### src/rtl/sm4kx_pkg.sv
package sm4kx_pkg;

  localparam int WORD_W = 32;
  localparam int STATE_W = 4 * WORD_W;
  localparam logic [STATE_W-1:0] SYS_PARAM = 128'hA3B1BAC6_56AA3350_677D9197_B27022DC;
  localparam logic [7:0] FIELD_POLY_LO = 8'hF5;   // x^8 + x^7+x^6+x^5+x^4+x^2+1
  localparam logic [7:0] AFF_ROW = 8'hA7;
  localparam logic [7:0] AFF_CONST = 8'hD3;

  function automatic logic [7:0] gf_mul(input logic [7:0] a, input logic [7:0] b);
    logic [7:0] acc;
    logic [7:0] sh;
    acc = 8'h00;
    sh  = a;
    for (int i = 0; i < 8; i++) begin
      if (b[i]) acc = acc ^ sh;
      sh = sh[7] ? ({sh[6:0], 1'b0} ^ FIELD_POLY_LO) : {sh[6:0], 1'b0};
    end
    return acc;
  endfunction

  // x^254 by square and multiply; maps zero to zero.
  function automatic logic [7:0] gf_inv(input logic [7:0] x);
    logic [7:0] p;
    logic [7:0] r;
    p = gf_mul(x, x);
    r = 8'h01;
    for (int k = 1; k < 8; k++) begin
      r = gf_mul(r, p);
      p = gf_mul(p, p);
    end
    return r;
  endfunction

  function automatic logic [7:0] rotl8(input logic [7:0] m, input logic [2:0] n);
    logic [15:0] d;
    d = {m, m} << n;
    return d[15:8];
  endfunction

  function automatic logic [7:0] affine(input logic [7:0] x);
    logic [7:0] y;
    for (int i = 0; i < 8; i++) y[i] = ^(x & rotl8(AFF_ROW, 3'(i)));
    return y ^ AFF_CONST;
  endfunction

  function automatic logic [7:0] sbox_calc(input logic [7:0] x);
    return affine(gf_inv(affine(x)));
  endfunction

  function automatic logic [2047:0] build_sbox();
    logic [2047:0] t;
    for (int v = 0; v < 256; v++) t[v*8 +: 8] = sbox_calc(8'(v));
    return t;
  endfunction

  localparam logic [2047:0] SBOX_ROM = build_sbox();

  function automatic logic [WORD_W-1:0] rotl32(input logic [WORD_W-1:0] x, input int n);
    return (x << n) | (x >> (WORD_W - n));
  endfunction

  function automatic logic [WORD_W-1:0] key_lin(input logic [WORD_W-1:0] x);
    return x ^ rotl32(x, 13) ^ rotl32(x, 23);
  endfunction

  // Round constant: byte j (0 = most significant) = ((4i+j)*7) mod 256.
  function automatic logic [WORD_W-1:0] round_const(input int i);
    logic [WORD_W-1:0] w;
    for (int j = 0; j < 4; j++) w[WORD_W-1-8*j -: 8] = 8'(((4 * i + j) * 7) & 255);
    return w;
  endfunction

endpackage

### src/rtl/sm4kx_sbox4.sv
module sm4kx_sbox4
  import sm4kx_pkg::*;
(
  input  logic [WORD_W-1:0] a_i,
  output logic [WORD_W-1:0] s_o
);
  localparam int LANES = WORD_W / 8;

  for (genvar g = 0; g < LANES; g++) begin : g_lane
    logic [10:0] base;
    assign base = {a_i[8*g +: 8], 3'b000};
    assign s_o[8*g +: 8] = SBOX_ROM[base +: 8];
  end
endmodule

### src/rtl/sm4kx_round.sv
module sm4kx_round
  import sm4kx_pkg::*;
(
  input  logic [STATE_W-1:0] st_i,
  input  logic [WORD_W-1:0]  ck_i,
  output logic [WORD_W-1:0]  nw_o
);
  logic [WORD_W-1:0] mix;
  logic [WORD_W-1:0] sub;

  assign mix = st_i[3*WORD_W-1 -: WORD_W] ^ st_i[2*WORD_W-1 -: WORD_W]
             ^ st_i[WORD_W-1:0] ^ ck_i;

  sm4kx_sbox4 u_sbox (
    .a_i(mix),
    .s_o(sub)
  );

  assign nw_o = st_i[STATE_W-1 -: WORD_W] ^ key_lin(sub);
endmodule

### src/rtl/sm4kx_seq.sv
module sm4kx_seq #(
  parameter int IDX_W = 5
) (
  input  logic             clk_i,
  input  logic             rst_ni,
  input  logic             start_i,
  output logic             busy_o,
  output logic [IDX_W-1:0] cnt_o,
  output logic             valid_o
);
  localparam logic [IDX_W-1:0] LAST = '1;

  logic             busy_q;
  logic [IDX_W-1:0] cnt_q;
  logic             valid_q;

  always_ff @(posedge clk_i or negedge rst_ni) begin
    if (!rst_ni) begin
      busy_q  <= 1'b0;
      cnt_q   <= '0;
      valid_q <= 1'b0;
    end else if (start_i) begin
      busy_q  <= 1'b1;
      cnt_q   <= '0;
      valid_q <= 1'b0;
    end else if (busy_q) begin
      cnt_q <= cnt_q + 1'b1;
      if (cnt_q == LAST) begin
        busy_q  <= 1'b0;
        valid_q <= 1'b1;
      end
    end
  end

  assign busy_o  = busy_q;
  assign cnt_o   = cnt_q;
  assign valid_o = valid_q;
endmodule

### src/rtl/sm4kx_keyfile.sv
module sm4kx_keyfile #(
  parameter int IDX_W  = 5,
  parameter int WORD_W = 32
) (
  input  logic              clk_i,
  input  logic              we_i,
  input  logic [IDX_W-1:0]  wa_i,
  input  logic [WORD_W-1:0] wd_i,
  input  logic              rev_i,
  input  logic [IDX_W-1:0]  ra_i,
  output logic [WORD_W-1:0] rd_o
);
  localparam int DEPTH = 1 << IDX_W;

  logic [WORD_W-1:0] mem_q [DEPTH];
  logic [IDX_W-1:0]  addr;

  always_ff @(posedge clk_i) begin
    for (int e = 0; e < DEPTH; e++) begin
      if (we_i && wa_i == IDX_W'(e)) mem_q[e] <= wd_i;
    end
  end

  // Reverse order is the one's complement of the index.
  assign addr = rev_i ? ~ra_i : ra_i;
  assign rd_o = mem_q[addr];
endmodule

### src/rtl/sm4_key_sched.sv
module sm4_key_sched
  import sm4kx_pkg::*;
#(
  parameter int IDX_W = 5
) (
  input  logic               clk_i,
  input  logic               rst_ni,
  input  logic               start_i,
  input  logic [127:0]       key_i,
  input  logic               dec_i,
  input  logic [IDX_W-1:0]   rnd_idx_i,
  output logic [31:0]        rk_o,
  output logic               ready_o
);
  logic               busy;
  logic               valid;
  logic [IDX_W-1:0]   cnt;
  logic [STATE_W-1:0] state_q;
  logic [WORD_W-1:0]  ck;
  logic [WORD_W-1:0]  new_word;

  sm4kx_seq #(.IDX_W(IDX_W)) u_seq (
    .clk_i  (clk_i),
    .rst_ni (rst_ni),
    .start_i(start_i),
    .busy_o (busy),
    .cnt_o  (cnt),
    .valid_o(valid)
  );

  assign ck = round_const(int'(cnt));

  sm4kx_round u_round (
    .st_i(state_q),
    .ck_i(ck),
    .nw_o(new_word)
  );

  always_ff @(posedge clk_i or negedge rst_ni) begin
    if (!rst_ni)      state_q <= '0;
    else if (start_i) state_q <= key_i ^ SYS_PARAM;
    else if (busy)    state_q <= {state_q[STATE_W-WORD_W-1:0], new_word};
  end

  sm4kx_keyfile #(.IDX_W(IDX_W), .WORD_W(WORD_W)) u_keys (
    .clk_i(clk_i),
    .we_i (busy && !start_i),
    .wa_i (cnt),
    .wd_i (new_word),
    .rev_i(dec_i),
    .ra_i (rnd_idx_i),
    .rd_o (rk_o)
  );

  assign ready_o = valid && !start_i;
endmodule

### config.mk
export PLATFORM = sky130hd
export DESIGN_NAME = sm4_key_sched
export DESIGN_NICKNAME = d
export VERILOG_FILES = /design/src/rtl/sm4kx_pkg.sv /design/src/rtl/sm4kx_sbox4.sv /design/src/rtl/sm4kx_round.sv /design/src/rtl/sm4kx_seq.sv /design/src/rtl/sm4kx_keyfile.sv /design/src/rtl/sm4_key_sched.sv
export SDC_FILE = /design/constraint.sdc
export NUM_CORES = 2
export LEC_CHECK = 0
export CAP_MARGIN = 20
export CELL_PAD_IN_SITES_DETAIL_PLACEMENT = 0
export CELL_PAD_IN_SITES_GLOBAL_PLACEMENT = 1
export CORE_ASPECT_RATIO = 1.2
export CORE_MARGIN = 1
export CORE_UTILIZATION = 40
export CTS_BUF_LIST = sky130_fd_sc_hd__clkbuf_16
export CTS_CLUSTER_DIAMETER = 40
export CTS_CLUSTER_SIZE = 20
export DETAILED_ROUTE_END_ITERATION = 10
export PLACE_DENSITY = 0.74
export SETUP_SLACK_MARGIN = 0.1
export SLEW_MARGIN = 15
export SYNTH_ARGS = -nofsm -noshare
export SYNTH_HDL_FRONTEND = slang
export SYNTH_HIERARCHICAL = 1
export SYNTH_SLANG_ARGS = --single-unit
### constraint.sdc
create_clock -name clk_i -period 14.56 [get_ports clk_i]
set_input_delay 2.184 -clock clk_i [delete_from_list [all_inputs] [get_ports clk_i]]
set_output_delay 2.184 -clock clk_i [all_outputs]
set_load 0.005 [all_outputs]
==> impl_metrics.tcl <==
set metrics [dict create \
    syn_inst 5453 \
    drive_above_1_share_pct 18.3 \
    cpMostUsedCell "buf_4" \
    endpoint_kind "output port" \
    ys_top_cells_by_count "edfxtp_1, mux2i_1, mux4_2, nor2_1, a21oi_1" \
    wire_per_inst_um 30.8 \
    fillCellCount 15100 \
    yosysMostFrequentCell "edfxtp_1" \
    cts_sinks 1159 \
    cp_slowest_cell "nor4_2" \
    clk_latency_ns 0.83 \
    synth_top_area_cell "edfxtp_1" \
    cts_tree "built" \
    multiInputGateArea_um2 33000 \
    worst_pin_slew_ns 1.13 \
    status "completed" \
    finalCritPeriodShare_pct 61.2 \
    worstPathRequired_ns 12.38 \
    core_um2 171000 \
    hold_class "reg -> reg" \
    post_cts_buffers 0 \
    cp.arrival_ns 6.72 \
    vias_per_cell 6.59 \
    clk_path_buf_depth 3 \
    h-tree-depth 4 \
    grt.total_usage_pct 27.0 \
    layout_min_cycle_time_ns 8.91 \
    async_flop_share_pct 11.6 \
    finalMaxSlewViolations 0 \
    grt_pass1_vias 50300 \
    yosys.cell_types.count 98 \
    placed_area_um2 73100 \
    fin_nets 5611 \
    final_area_um2 78100 \
    area_delta_synth_final_pct 13.1 \
    initialDrtViolationCount 6787 \
    antenna_found_initial 7 \
    synth_edf_count 1024 \
    grt_overflow_total 0 \
    ys.flop_type "edfxtp_1" \
    cp_slowest_stage_delay_ns 0.83 \
    cts_buffers 142 \
    start_util_pct 40.4 \
    start_kind "input pin" \
    chipWidth_um 381 \
    num_vias 51400 \
    die_h_um 457 \
    place_congestion 0.969 \
    die_area_um2 174000 \
    cts_hold_buffers 0 \
    grt_pass1_wl_mm 349 \
    io_pins 170 \
    ctsResizeCount 0 \
    path_cells "buf_8 -> inv_4 -> buf_4 -> nor2_4 -> buf_4 -> a221oi_1 -> a211oi_1 -> nor4_2 -> clkdlybuf4s50_1" \
    synth-seq-area-share_pct 49.4 \
    grt_max_degree 141 \
    portBuffers 169 \
    place_inst 7528 \
    hpwl_mm 143 \
    synth_area_leaders "edfxtp_1, mux4_2, mux2i_1, dfrtp_1, a21oi_1" \
    rsz0062_at_grt "no" \
    drt_first_pass_iters 6 \
    setup.worst_path.class "in -> out" \
    final-hold-violation-count 0 \
    regArea_um2 34100 \
    cp_max_fo 64 \
    synth_top_area_share_pct 44.5 \
    synth.avg_cell_area_um2 12.7 \
    max_freq_ghz 0.112 \
    synthesis.area_um2 69100 \
    cts_root_buffer "clkbuf_16" \
    wl_mm 240 \
    drv_cap 0 \
    tns_ns 0 \
    maxSlewHeadroom_pct 23.4 \
    clkTransAtPathRegs_ns 0.06 \
    rows 166 \
    final_util_pct 45.7 \
    synth.ff_latch_count 1159 \
    ant_nets 0 \
    stdcell_count 7791 \
    finalSetupViolCount 0 \
    synth_warnings 6 \
    drc 0 \
    fin_worst_skew_ns 0.0675 \
]
==> per-stage QoR <==
stage / setup WS (ns) / hold WS [ns]
4_1_cts: 5.75 / 0.553
3_3_place_gp: 5.77 / 0.538
5_1_grt: 5.53 / 0.560
6_report: 5.65 / 0.561
3_5_place_dp: 5.73 / 0.542
2_1_floorplan: 8.53 / 0.455
==> cells by family (layout without fill, tap and decap cells) <==
group / count (synthesis) / in the layout / share of synthesized area [%]
adder cells (fa/ha/maj): 70 / 70 / 1.34
multiplexers: 875 / 875 / 19.9
flip-flops: 1159 / 1159 / 49.4
other: 2 / 10 / 0.0109
XOR/XNOR: 212 / 212 / 2.69
AND/OR/NAND/NOR: 1170 / 1170 / 8.66
buffers and inverters: 585 / 647 / 3.98
AO/OA/AOI/OAI: 1380 / 1380 / 14.0
==> flip-flops by register name, summed over array words and instances, names as in the netlist <==
signal         flops
u_seq/valid_o      1
u_seq/busy_o       1
state_q          128
u_keys/mem_q    1024
u_seq/cnt_o        5
==> critical path: cells and delay by family <==
kind                   cells  cell delay (ns)
AOI/OAI and AO/OA          2             0.46
buffers and inverters      5             2.80
and+or+nand+nor            2             1.09
==> cell type report <==
type | count | area share (%)
sequential | 1159 | 43.7
multi-input combinational | 3715 | 42.3
clock buffer | 142 | 4.55
timing repair buffer | 326 | 3.76
tap | 2268 | 3.63
clock inverter | 119 | 1.79
inverter | 60 | 0.292
antenna | 2 | 0.00641
==> layer usage <==
metal	part of all wire, %	track usage (%)	vias up
li1	-	-	21700
met1	38	35.0	26000
met2	47	43.8	2983
met3	9.0	4.39	678
met4	5.6	14.0	4
met5	0.0083	0	-
==> path summary, 6_finish.rpt <==
check	slack, ns	from	endpoint	depth (start not counted)
max in group asynchronous	11.75	rst_ni	state_q[30]	2
hold reg to reg	0.56	u_seq/valid_o	u_seq/valid_o	2
setup / recovery	5.65	dec_i	rk_o[24]	9
hold / removal	0.56	u_seq/valid_o	u_seq/valid_o	2
setup reg to reg	7.22	u_seq/cnt_o[1]	state_q[26]	18
min in group asynchronous	1.40	rst_ni	state_q[111]	1
==> placed cells by master (no fill, tap or decap), drive strengths merged, types with 140 or more instances in the layout <==
| master | count |
|---|---|
| edfxtp | 1024 |
| mux2i | 466 |
| mux4 | 400 |
| nor2 | 321 |
| a21oi | 284 |
| o21ai | 262 |
| nand2 | 240 |
| a211oi | 183 |
| clkdlybuf4s50 | 163 |
| buf | 163 |
| a221oi | 150 |
| clkbuf | 142 |
| nor2b | 140 |
Power is left out: the tool's default activity adds up to more than one toggle a clock period on the data nets, which glitch-free logic cannot reach.
